`src/rtl/atx_irq_pkg.sv`:
```
package atx_irq_pkg;
    localparam int RAW_W   = 3;
    localparam int REQ_BIT = 0;
    localparam int UND_BIT = 1;
    localparam int CMP_BIT = 2;

    typedef struct packed {
        logic [RAW_W-1:0] raw;
        logic [RAW_W-1:0] en;
        logic             und;
        logic             irq;
    } irq_state_t;
endpackage

```
`src/rtl/atx_irq_raw_eval.sv`:
```
module atx_irq_raw_eval
    import atx_irq_pkg::*;
(
    input  logic             half_empty,
    input  logic             fifo_empty,
    input  logic             tx_busy,
    input  logic             und_flag,
    output logic [RAW_W-1:0] raw
);
    always_comb begin
        raw          = '0;
        raw[REQ_BIT] = half_empty;
        raw[UND_BIT] = und_flag;
        raw[CMP_BIT] = fifo_empty & ~tx_busy;
    end
endmodule

```
`src/rtl/atx_irq_sticky.sv`:
```
module atx_irq_sticky (
    input  logic cur,
    input  logic set_evt,
    input  logic clr_evt,
    output logic nxt
);
    // a new event outranks a simultaneous clear so it is never lost
    always_comb begin
        nxt = set_evt | (cur & ~clr_evt);
    end
endmodule

```
`src/rtl/atx_irq_mask_gate.sv`:
```
module atx_irq_mask_gate
    import atx_irq_pkg::*;
(
    input  logic [RAW_W-1:0] raw,
    input  logic [RAW_W-1:0] en,
    output logic [RAW_W-1:0] masked,
    output logic             any
);
    for (genvar i = 0; i < RAW_W; i++) begin : g_bit
        assign masked[i] = raw[i] & en[i];
    end
    assign any = |masked;
endmodule

```
`src/rtl/atx_irq_unit.sv`:
```
module atx_irq_unit
    import atx_irq_pkg::*;
#(
    parameter int DATA_W   = 32,
    parameter int ADDR_W   = 2,
    parameter int EN_ADDR  = 0,
    parameter int CLR_ADDR = 1,
    parameter int CLR_BIT  = 0
) (
    input  logic              clk,
    input  logic              rst_n,
    input  logic              half_empty,
    input  logic              fifo_empty,
    input  logic              tx_busy,
    input  logic              underrun_set,
    input  logic              wr_en,
    input  logic [ADDR_W-1:0] wr_addr,
    input  logic [DATA_W-1:0] wr_data,
    output logic [RAW_W-1:0]  enable_rd,
    output logic [RAW_W-1:0]  raw_status,
    output logic [RAW_W-1:0]  masked_status,
    output logic [DATA_W-1:0] combined_rd,
    output logic              irq
);
    localparam int PAD_W = DATA_W - RAW_W;

    irq_state_t st_d, st_q;

    logic             en_wr, clr_wr;
    logic             und_d;
    logic [RAW_W-1:0] raw_d;
    logic [RAW_W-1:0] masked_d;
    logic             any_d;
    logic             any_q;

    assign en_wr  = wr_en && (wr_addr == ADDR_W'(EN_ADDR));
    assign clr_wr = wr_en && (wr_addr == ADDR_W'(CLR_ADDR)) && wr_data[CLR_BIT];

    atx_irq_sticky u_und (
        .cur     (st_q.und),
        .set_evt (underrun_set),
        .clr_evt (clr_wr),
        .nxt     (und_d)
    );

    atx_irq_raw_eval u_raw (
        .half_empty (half_empty),
        .fifo_empty (fifo_empty),
        .tx_busy    (tx_busy),
        .und_flag   (und_d),
        .raw        (raw_d)
    );

    always_comb begin
        st_d     = st_q;
        st_d.und = und_d;
        st_d.raw = raw_d;
        if (en_wr) begin
            st_d.en = wr_data[RAW_W-1:0];
        end
        st_d.irq = any_d;
    end

    atx_irq_mask_gate u_gate_d (
        .raw    (raw_d),
        .en     (st_d.en),
        .masked (masked_d),
        .any    (any_d)
    );

    always_ff @(posedge clk or negedge rst_n) begin
        if (!rst_n) begin
            st_q <= '0;
        end else begin
            st_q <= st_d;
        end
    end

    atx_irq_mask_gate u_gate_q (
        .raw    (st_q.raw),
        .en     (st_q.en),
        .masked (masked_status),
        .any    (any_q)
    );

    assign enable_rd   = st_q.en;
    assign raw_status  = st_q.raw;
    assign combined_rd = {{PAD_W{1'b0}}, st_q.raw};
    assign irq         = st_q.irq;
endmodule

```
`config.mk`:
```
export PLATFORM = sky130hd
export DESIGN_NAME = atx_irq_unit
export DESIGN_NICKNAME = d
export VERILOG_FILES = /design/src/rtl/atx_irq_pkg.sv /design/src/rtl/atx_irq_raw_eval.sv /design/src/rtl/atx_irq_sticky.sv /design/src/rtl/atx_irq_mask_gate.sv /design/src/rtl/atx_irq_unit.sv
export SDC_FILE = /design/constraint.sdc
export NUM_CORES = 1
export LEC_CHECK = 0
export BUFFER_PORTS_ARGS = -buffer_cell sky130_fd_sc_hd__buf_2
export CORE_MARGIN = 5
export CORE_UTILIZATION = 34
export DETAILED_ROUTE_END_ITERATION = 8
export PLACE_DENSITY = 0.82
export RECOVER_POWER = 100
export SLEW_MARGIN = 0
export SYNTH_ARGS = -nofsm -noshare
export SYNTH_HDL_FRONTEND = slang
export SYNTH_HIERARCHICAL = 1
export SYNTH_SLANG_ARGS = --single-unit
```
`constraint.sdc`:
```
create_clock -name clk -period 2.55 [get_ports clk]
set_clock_uncertainty 0.2 [all_clocks]
set_input_delay 0 -clock clk [delete_from_list [all_inputs] [get_ports clk]]
set_output_delay 0 -clock clk [all_outputs]
set_load 0.005 [all_outputs]
```
Yosys cells after proc, flatten, opt, wreduce, memory -nomap -nowiden
Index checks and enable logic that the tools add are counted.
{"block": "totals", "in_bits": 41, "n_memories": 0, "output_inout_bits": 42, "romBits": 0, "latch_bits": 0, "elab_cells": 22, "mem_bits_rw": 0, "reg_bits": 8}
{"block": "classes", "multipliers": 0, "addsub": 0, "n_bitwise": 11, "shifts": 0, "muxes": 1, "order_cmp": 0, "div_mod_pow": 0, "n_reduce_logical": 5, "eq_ne": 1}
{"cell": "bitwise AND 1 bit", "count": 8}
{"cell": "logical AND 1 bit", "count": 3}
{"cell": "2-to-1 mux 3 bit", "count": 1}
{"cell": "OR reduction 3 bit", "count": 1}
{"cell": "equality test 2 x 1 -> 1 bit (second input constant)", "count": 1}
{"cell": "zero test 2 bit", "count": 1}
{"cell": "NOT 1 bit", "count": 2}
{"cell": "bitwise OR 1 bit", "count": 1}

Depth between registers and ports, before layout
Gate-level depths: netlist of run 1.
{"block": "logic_depth", "word_depth": 8, "depth_mapped": 6, "mapped_depth_nobuf": 5}

Modules after synthesis
Netlist of run 1, hierarchy kept.
{"mod": "atx_irq_unit", "instances": 1, "seq_area_each_um2": 200.2, "cells_each": 52, "area_per_inst_um2": 553.0}
{"mod": "atx_irq_mask_gate", "instances": 2, "seq_area_each_um2": 0.0, "cells_each": 5, "area_per_inst_um2": 33.8}
{"mod": "atx_irq_raw_eval", "instances": 1, "seq_area_each_um2": 0.0, "cells_each": 3, "area_per_inst_um2": 28.8}
{"mod": "atx_irq_sticky", "instances": 1, "seq_area_each_um2": 0.0, "cells_each": 2, "area_per_inst_um2": 11.3}

Worst setup path after synthesis of run 1
OpenSTA, ideal clock, no wires.
{"block": "synth_timing", "path_kind": "register to register", "start": "register st_q, in the netlist enable_rd[0]", "end": "register st_q, in the netlist irq", "setup_ns": 0.127, "stages_incl_launch_ff": 4, "n_path_buf": 0, "synth_period_minus_slack_ns": 1.316, "t_required_ns": 2.223, "arrival_time_ns": 0.989, "setup_slack_ns": 1.234, "cell_sequence": "dfrtp_1 -> mux2_2 -> a222oi_1 -> inv_1"}
{"element": "start: declaration", "line_no": "atx_irq_unit.sv:27", "text": "irq_state_t st_d, st_q;"}
{"element": "start signal: assignment", "line_no": "atx_irq_unit.sv:75", "text": "st_q <= st_d;"}

==> results of run 1 <==
## power breakdown
group / internal, mW / total, mW / switching (mW)
registers: 0.142 / 0.150 / 0.00768
logic: 0.0584 / 0.103 / 0.0447
clock network: 0.0536 / 0.0921 / 0.0385
total: 0.254 / 0.345 / 0.0909
## state kept, by name, summed over array words and instances, names as in the netlist
register and count:
enable_rd 3, raw_status 3, irq 1, st_q 1
## what timing repair did
action / CTS / global route
resized for setup: 0 / 0
endpoints found under the hold margin: 16 / 0
hold buffers: 14 / 0
## placed cells by master (no fill, tap or decap)
cell           instances
conb_1                29
dlygate4sd3_1         14
buf_2                 14
clkbuf_1              10
dfrtp_1                8
clkbuf_4               3
mux2_2                 2
inv_1                  2
and2_1                 2
nor3b_4                1
mux2_1                 1
and4b_2                1
a222oi_1               1
and2_2                 1
nor2b_4                1
a21o_1                 1
## worst register-to-register path: cells and delay by family, from the launching register on
family / cells / cell delay, ns
compound gates: 1 / 0.33
buf+inv: 2 / 0.65
flops: 1 / 0.38
mux: 1 / 0.31
## worst max path at each step
stage	from	to	slack, ns	cells past startpoint
floorplan	enable_rd[0]	irq	1.26	3
global route	tx_busy	irq	0.12	7
finish	wr_addr[0]	irq	0.22	7
detailed placement	wr_addr[1]	irq	1.10	5
global placement	wr_addr[1]	irq	1.10	5
CTS	wr_addr[0]	irq	0.31	7
## layer usage
layer | part of all wire, % | wire length, um
met5 | 0 | 0
met4 | 0 | 0
met3 | 13 | 145
met2 | 56 | 634
met1 | 31 | 354
## through the flow
step           worst slack [ns]  cells  hold slack (ns)  power (mW)  cell area [sq um]
6_report                  0.220    116           0.0924       0.345                733
2_1_floorplan              1.26     90           -0.496       0.240                732
3_3_place_gp               1.10     99           -0.363       0.225                583
5_1_grt                   0.124    116            0.115       0.369                733
3_5_place_dp               1.10     99           -0.354       0.228                583
4_1_cts                   0.306    116           0.0895       0.351                746
## cell type report
| cell class | instances | area share [%] |
|---|---|---|
| flip-flops and latches | 8 | 27.3 |
| inverters | 2 | 1.02 |
| multi-input cells | 40 | 30.5 |
| well taps | 25 | 4.27 |
| clock buffers | 3 | 3.07 |
| repair buffers | 38 | 33.8 |
==> key figures, run 1 <==
Worst setup path
  – Most used cell along the critical path: dlygate4sd3_1
  – Setup CP Type: primary input to flop
  – CP required: 2.49 ns
  – CP top delay family: buffers and inverters
  – Buf/Inv on CP: 4
  – Slowest stage delay, CP: 0.61 ns
  – Startpoint types: primary input
  – Arrival time of the worst setup path: 2.27 ns
  – Critical-path top delay cell: dlygate4sd3_1
  – Crit. End Element: flop
  – R2R Path End: irq
  – RR Startpoint: enable_rd[0]
  – Worst Path Max Fanout: 3
  – Crit-path cells: dlygate4sd3_1 -> clkbuf_1 -> nor3b_4 -> mux2_1 -> a222oi_1 -> dlygate4sd3_1 -> inv_1
  – Worst reg2reg path depth: 4
  – Reg2reg setup slack: 0.57 ns

Finish
  – ANT cells: 0
  – Layout cells sized above 1: 25.3%
  – Final Util: 42.0%
  – Syn-to-layout area delta: 17.0%
  – Fill cells: 197
  – Reg area: 200 sq um
  – NumNets Final: 134
  – Area occupied by multi-input gates: 224 sq um

Run status
  – Status: completed

Synth
  – Ys Warns: 6
  – Synth Cell Area: 627 sq um
  – Post-Syn Instances: 62
  – Syn Area/Cell: 10.1 sq um

STA
  – Tmin final: 2.33 ns
  – Pins Over Slew Limit: 0
  – Final Hold Vio Count: 0
  – Tcrit/Tclk final: 91.4%
  – Max Fclk: 0.429 GHz
  – Final setup fails: 0
  – RSZ-0062 raised after global routing: no
  – Setup TNS: 0 ns

Die
  – Initial Util: 35.9%
  – Core ar.: 1750 sq um
  – Die width: 52.9 um
  – Die Ht: 52.9 um
  – Area of the die: 2800 sq um
  – # rows: 15
  – Io pins: 83

GRT
  – Largest net degree at the start of global routing: 9
  – Vias in the first global route: 321
  – Gr busiest metal: met2
  – GR Overflow Total: 0
  – First-pass GRT wire length: 1360 um
  – Global Route met1 Usage: 6.88%
  – Met3 Use GR: 2.54%
  – Initial antenna violation count: 0
  – Met2 usage: 13.0%
  – Gr usage total: 6.95%

Placement
  – Post-DP HPWL: 896 um
  – # port buffers: 24
  – Gpl congestion: 0.663

Worst hold path
  – Worst hold start: wr_en
  – WHS Path Cells: 4
  – Hold EP: st_q[1]
  – Worst min path class: primary input to flop

Power and ir drop
  – Pwr Density: 471 nW/um^2
  – Lkg Pwr: 0.373 nW
  – Peak VDD IR: 0.215 mV

Drt
  – Drt first pass iters: 4
  – Post-route DRC: 0
  – DRT Wirelength: 1130 um
  – DR WL/cell: 9.78 um
  – DR vias/cell: 3.28
  – Detail Route Antenna Nets: 0
  – DR iter-0 viols: 6
  – DR vias: 380

Clocking
  – Root Buffer: clkbuf_4
  – Clock-pin slew on the worst setup and hold paths: 0.05 ns
  – Post CTS Setup Buffer Count: 0
  – TritonCTS clock tree: yes
  – Clock buffer depth: 2
  – Clock buffer count from CTS: 3
  – H-Tree Level Count: 1
  – Clock Latency Late Sink: 0.24 ns
  – Num Clock Sinks: 8

Job
  – Total of max-cap violations: 0
No activity file was read; power rests on OpenSTA's default activity.
==> run 2, diff against run 1 <==
--- a/config.mk
+++ b/config.mk
@@ -8,6 +8,7 @@
 export BUFFER_PORTS_ARGS = -buffer_cell sky130_fd_sc_hd__buf_2
 export CORE_MARGIN = 5
 export CORE_UTILIZATION = 34
+export CTS_BUF_LIST = sky130_fd_sc_hd__clkbuf_16
 export DETAILED_ROUTE_END_ITERATION = 8
 export PLACE_DENSITY = 0.82
 export RECOVER_POWER = 100
==> run 2 against run 1 <==
Compared with the run above: the flow now finishes with violations (hold timing); combinational power shrank 15%; sequential power is essentially flat; power grew 44%; register-to-register slack gained 0.45 ns; critical path depth shrank 1; global-route usage grew 0.71 points; cell count shrank 3.4%; setup slack gained 0.55 ns; critical path type unchanged; critical endpoint unchanged; largest cell class is now multi-input gates.
==> key figures, run 2 (synthesis gave the netlist of run 1 again) <==
Run status
  – Status: complete, but fails checks
  – Failing checks: hold timing

STA
  – Final Hold Vio Count: 1
  – Worst hold margin: -0.000251 ns
  – Setup TNS: 0 ns
  – RSZ-0062 raised after global routing: no
  – Pins Over Slew Limit: 0
  – Max Fclk: 0.561 GHz
  – Tmin final: 1.78 ns
  – Tcrit/Tclk final: 69.9%
  – Final setup fails: 0

GRT
  – Vias in the first global route: 339
  – Initial antenna violation count: 0
  – GR Overflow Total: 0
  – Largest net degree at the start of global routing: 9
  – Gr usage total: 7.67%
  – First-pass GRT wire length: 1440 um

Drt
  – DR WL/cell: 10.3 um
  – Drt first pass iters: 4
  – DRT Wirelength: 1150 um
  – DR vias: 368
  – Post-route DRC: 0
  – DR vias/cell: 3.29
  – DR iter-0 viols: 1
  – Detail Route Antenna Nets: 0

Worst hold path
  – Worst hold start: wr_addr[0]
  – Hold EP: enable_rd[1]
  – Worst min path class: primary input to flop
  – WHS Path Cells: 3

Job
  – Total of max-cap violations: 0

Finish
  – Layout cells sized above 1: 26.4%
  – Fill cells: 186
  – NumNets Final: 130
  – Final Util: 42.8%
  – Commonest non-fill, non-tap cell in the layout: conb_1
  – Commonest cells after routing, fill and taps aside: conb_1 (29), buf_2 (15), dlygate4sd3_1 (10)
  – ANT cells: 0
  – Syn-to-layout area delta: 19.2%

Worst setup path
  – CP required: 2.46 ns
  – R2R Path End: enable_rd[0]
  – Setup CP Type: primary input to flop
  – Crit-path cells: dlygate4sd3_1 -> clkbuf_1 -> nor2b_4 -> dlygate4sd3_1 -> a222oi_1 -> inv_1
  – Crit. End Element: flop
  – Critical-path top delay cell: dlygate4sd3_1
  – RR Startpoint: enable_rd[0]
  – Worst Path Max Fanout: 2
  – Slowest stage delay, CP: 0.58 ns
  – Worst reg2reg path depth: 2
  – Arrival time of the worst setup path: 1.69 ns
  – Startpoint types: primary input
  – Reg2reg setup slack: 1.02 ns
  – Most used cell along the critical path: dlygate4sd3_1

Clocking
  – TritonCTS clock tree: yes
  – Clock buffer depth: 2
  – Clock Latency Late Sink: 0.23 ns
  – Num Clock Sinks: 8
  – Clock-pin slew on the worst setup and hold paths: 0.04 ns
  – Root Buffer: clkbuf_16
  – H-Tree Level Count: 1
  – Clock buffer count from CTS: 3

Die
  – Io pins: 83
  – Area of the die: 2800 sq um
  – # rows: 15
  – Initial Util: 35.9%
  – Core ar.: 1750 sq um
  – Die width: 52.9 um
  – Die Ht: 52.9 um

Placement
  – # port buffers: 24
  – Gpl congestion: 0.663
  – Post-DP HPWL: 896 um

Power and ir drop
  – Pwr Density: 667 nW/um^2
  – Peak VDD IR: 0.232 mV
  – Lkg Pwr: 0.382 nW
## run 2: cell types whose count changed in the layout (fill, tap and decap cells not counted), sizes merged
cell | previous run | this run
buf | 14 | 15
clkbuf | 13 | 12
dlygate4sd3 | 14 | 10
## run 2: repair_timing
action                     CTS  global route
hold endpoints to repair    16             0
hold buffers                10             0
gates resized for setup      0             0
setup endpoints to repair    0             0
buffers inserted             0             0
## run 2: area by class of cell
class / count / area (sq um) / area share, %
Inverter: 2 / 7.51 / 1.01
Sequential cell: 8 / 200 / 26.8
Tap cell: 25 / 31.3 / 4.19
Clock buffer: 3 / 75.1 / 10.1
Timing Repair Buffer: 34 / 209 / 28.0
Multi-Input combinational cell: 40 / 224 / 30.0
## run 2: worst max-delay path, delay by kind of cell
family                 cells  cell delay [ns]
AO/OA/AOI/OAI              1             0.34
buffers and inverters      4             1.31
AND/OR/NAND/NOR            1             0.05
## run 2: stage by stage
stage	power, mW	cell area (sq um)	std cells	setup WS, ns	hold WS, ns
after floorplan	0.240	732	90	1.26	-0.496
after global placement	0.225	583	99	1.10	-0.363
after detailed placement	0.228	583	99	1.10	-0.354
after CTS	0.507	758	112	0.772	0.00962
after global routing	0.520	747	112	0.645	0.0211
final	0.498	747	112	0.767	-0.000251
## run 2: worst max path at each step
stage                       from  endpoint  slack [ns]  depth (start not counted)
floorplan           enable_rd[0]       irq        1.26                          3
finish                   tx_busy       irq        0.77                          6
CTS                      tx_busy       irq        0.77                          6
global placement      wr_addr[1]       irq        1.10                          5
detailed placement    wr_addr[1]       irq        1.10                          5
global route             tx_busy       irq        0.64                          6
## run 2: per-layer routing
metal  wire, um  GRT usage [%]  share of wire [%]  vias up
met1        330           6.38                 29      168
met3        153           4.23                 13        0
met4          0           5.11                  0        0
li1           -              -                  -      175
met5          0              0                  0        -
met2        665           13.6                 58       25
## run 2: power by group
group	internal, mW	switching [mW]
Clock	0.202	0.0580
Combinational	0.0453	0.0426
Sequential	0.143	0.00756
Total	0.390	0.108
==> run 3, diff against run 2 <==
--- a/config.mk
+++ b/config.mk
@@ -7,10 +7,10 @@
 export LEC_CHECK = 0
 export BUFFER_PORTS_ARGS = -buffer_cell sky130_fd_sc_hd__buf_2
 export CORE_MARGIN = 5
-export CORE_UTILIZATION = 34
+export CORE_UTILIZATION = 28
 export CTS_BUF_LIST = sky130_fd_sc_hd__clkbuf_16
 export DETAILED_ROUTE_END_ITERATION = 8
-export PLACE_DENSITY = 0.82
+export PLACE_DENSITY = 0.72
 export RECOVER_POWER = 100
 export SLEW_MARGIN = 0
 export SYNTH_ARGS = -nofsm -noshare
==> constraint.sdc (replaced) <==
create_clock -name clk -period 1.6 [get_ports clk]
set_clock_uncertainty 0.2 [all_clocks]
set_input_delay 0 -clock clk [delete_from_list [all_inputs] [get_ports clk]]
set_output_delay 0 -clock clk [all_outputs]
set_load 0.005 [all_outputs]
==> run 3 against run 2 <==
Compared with the run above: the flow still finishes with violations (hold timing); clock power up 59%; global-route usage down 0.82 points; setup slack worse by 0.74 ns; highest routed layer is now met4.
==> key figures, run 3 (synthesis gave the netlist of run 1 again) <==
Clocking
  – Post CTS Setup Buffer Count: 0
  – Num Clock Sinks: 8
  – Clock buffer count from CTS: 3
  – Clock Latency Late Sink: 0.23 ns
  – Clock-pin slew on the worst setup and hold paths: 0.04 ns
  – TritonCTS clock tree: yes
  – Clock buffer depth: 2
  – H-Tree Level Count: 1
  – Root Buffer: clkbuf_16

Finish
  – Syn-to-layout area delta: 21.2%
  – Final Util: 35.0%
  – Reg area: 200 sq um
  – Commonest non-fill, non-tap cell in the layout: conb_1
  – NumNets Final: 131
  – Design Area, Final: 759 sq um
  – ANT cells: 0
  – Fin cells: 116
  – Commonest cells after routing, fill and taps aside: conb_1 (29), buf_2 (18), dlygate4sd3_1 (10)
  – Area occupied by multi-input gates: 216 sq um
  – Layout cells sized above 1: 28.4%
  – Fill cells: 230

Drt
  – DR vias/cell: 3.33
  – Detail Route Antenna Nets: 0
  – DRT Wirelength: 1120 um
  – DR iter-0 viols: 4
  – DR vias: 386
  – Post-route DRC: 0
  – DR WL/cell: 9.65 um
  – Drt first pass iters: 4

STA
  – Final Hold Vio Count: 1
  – Pins Over Slew Limit: 0
  – Worst hold margin: -0.00502 ns
  – Setup TNS: 0 ns
  – Tmin final: 1.58 ns
  – RSZ-0062 raised after global routing: no
  – Max Fclk: 0.634 GHz
  – Tcrit/Tclk final: 98.6%
  – Final setup fails: 0

Placement
  – Dpl cells: 102
  – # port buffers: 24
  – Gpl congestion: 0.737
  – Post-DP HPWL: 920 um
  – Placed instance area: 587 sq um

Worst setup path
  – Most used cell along the critical path: dlygate4sd3_1
  – Setup CP Type: primary input to flop
  – Startpoint types: primary input
  – Slowest stage delay, CP: 0.55 ns
  – Crit-path cells: dlygate4sd3_1 -> buf_2 -> mux2_2 -> dlygate4sd3_1
  – Buf/Inv on CP: 3
  – Arrival time of the worst setup path: 1.49 ns
  – CP top delay family: buffers and inverters
  – Worst Path Max Fanout: 2
  – Crit. End Element: flop
  – CP required: 1.51 ns
  – Critical-path top delay cell: dlygate4sd3_1

Die
  – Initial Util: 28.9%
  – Die width: 57.3 um
  – Area of the die: 3290 sq um
  – # rows: 17
  – Core ar.: 2170 sq um
  – Io pins: 83
  – Die Ht: 57.3 um

GRT
  – Vias in the first global route: 357
  – Largest net degree at the start of global routing: 9
  – Initial antenna violation count: 0
  – First-pass GRT wire length: 1660 um
  – Gr usage total: 6.85%
  – GR Overflow Total: 0

Run status
  – Status: complete, but fails checks
  – Failing checks: hold timing

Worst hold path
  – Worst min path class: primary input to flop

Job
  – Total of max-cap violations: 0

Power and ir drop
  – Total Power: 0.799 mW
  – Lkg Pwr: 0.398 nW
  – Pwr Density: 1050 nW/um^2
  – Peak VDD IR: 0.400 mV
## run 3: changes by cell type in the layout (fill, tap and decap cells not counted), sizes merged
cell,before,now
clkbuf,12,9
buf,15,18
dlymetal6s4s,0,1
## run 3: per-layer routing
layer | global-route usage, % | part of all wire [%]
met5 | 0 | 0
met4 | 3.97 | 1.5
met3 | 4.07 | 14
met2 | 12.1 | 53
met1 | 5.91 | 31
## run 3: tightest hold or removal path, delay by kind of cell
family                 cells  cell delay, ns
buffers and inverters      1            0.11
multiplexers               1            0.22
AND/OR/NAND/NOR            1            0.05
## run 3: area by class of cell
| class | instances | area share, % |
|---|---|---|
| flip-flops and latches | 8 | 26.4 |
| multi-input cells | 40 | 28.5 |
| clock buffers | 3 | 9.88 |
| repair buffers | 35 | 29.7 |
| inverters | 2 | 0.988 |
| well taps | 28 | 4.61 |
## run 3: final timing paths
check,startpoint,endpoint,slack (ns),cells past startpoint
setup / recovery,wr_data[2],enable_rd[2],0.02,4
hold / removal,wr_addr[0],enable_rd[0],-0.005,3
setup reg to reg,enable_rd[2],enable_rd[2],0.06,2
hold reg to reg,st_q[1],st_q[1],0.30,1
max in group asynchronous,rst_n,enable_rd[0],0.40,3
min in group asynchronous,rst_n,raw_status[2],0.54,3
## run 3: repair_timing
item                       4_1_cts  5_1_grt
hold buffers                    11        0
setup endpoints to repair        0        1
gates resized for setup          0        1
hold endpoints to repair        16        0
## run 3: metrics by stage
step	hold WS, ns	setup slack [ns]
after floorplan	-0.496	0.307
after global placement	-0.362	0.149
after detailed placement	-0.352	0.112
after CTS	0.00119	0.0308
after global routing	0.0231	0.00570
final	-0.00502	0.0225
## run 3: power by group
part | total, mW | switching, mW | internal (mW)
logic | 0.145 | 0.0656 | 0.0792
registers | 0.241 | 0.0129 | 0.228
clock network | 0.414 | 0.0921 | 0.322
total | 0.799 | 0.171 | 0.629
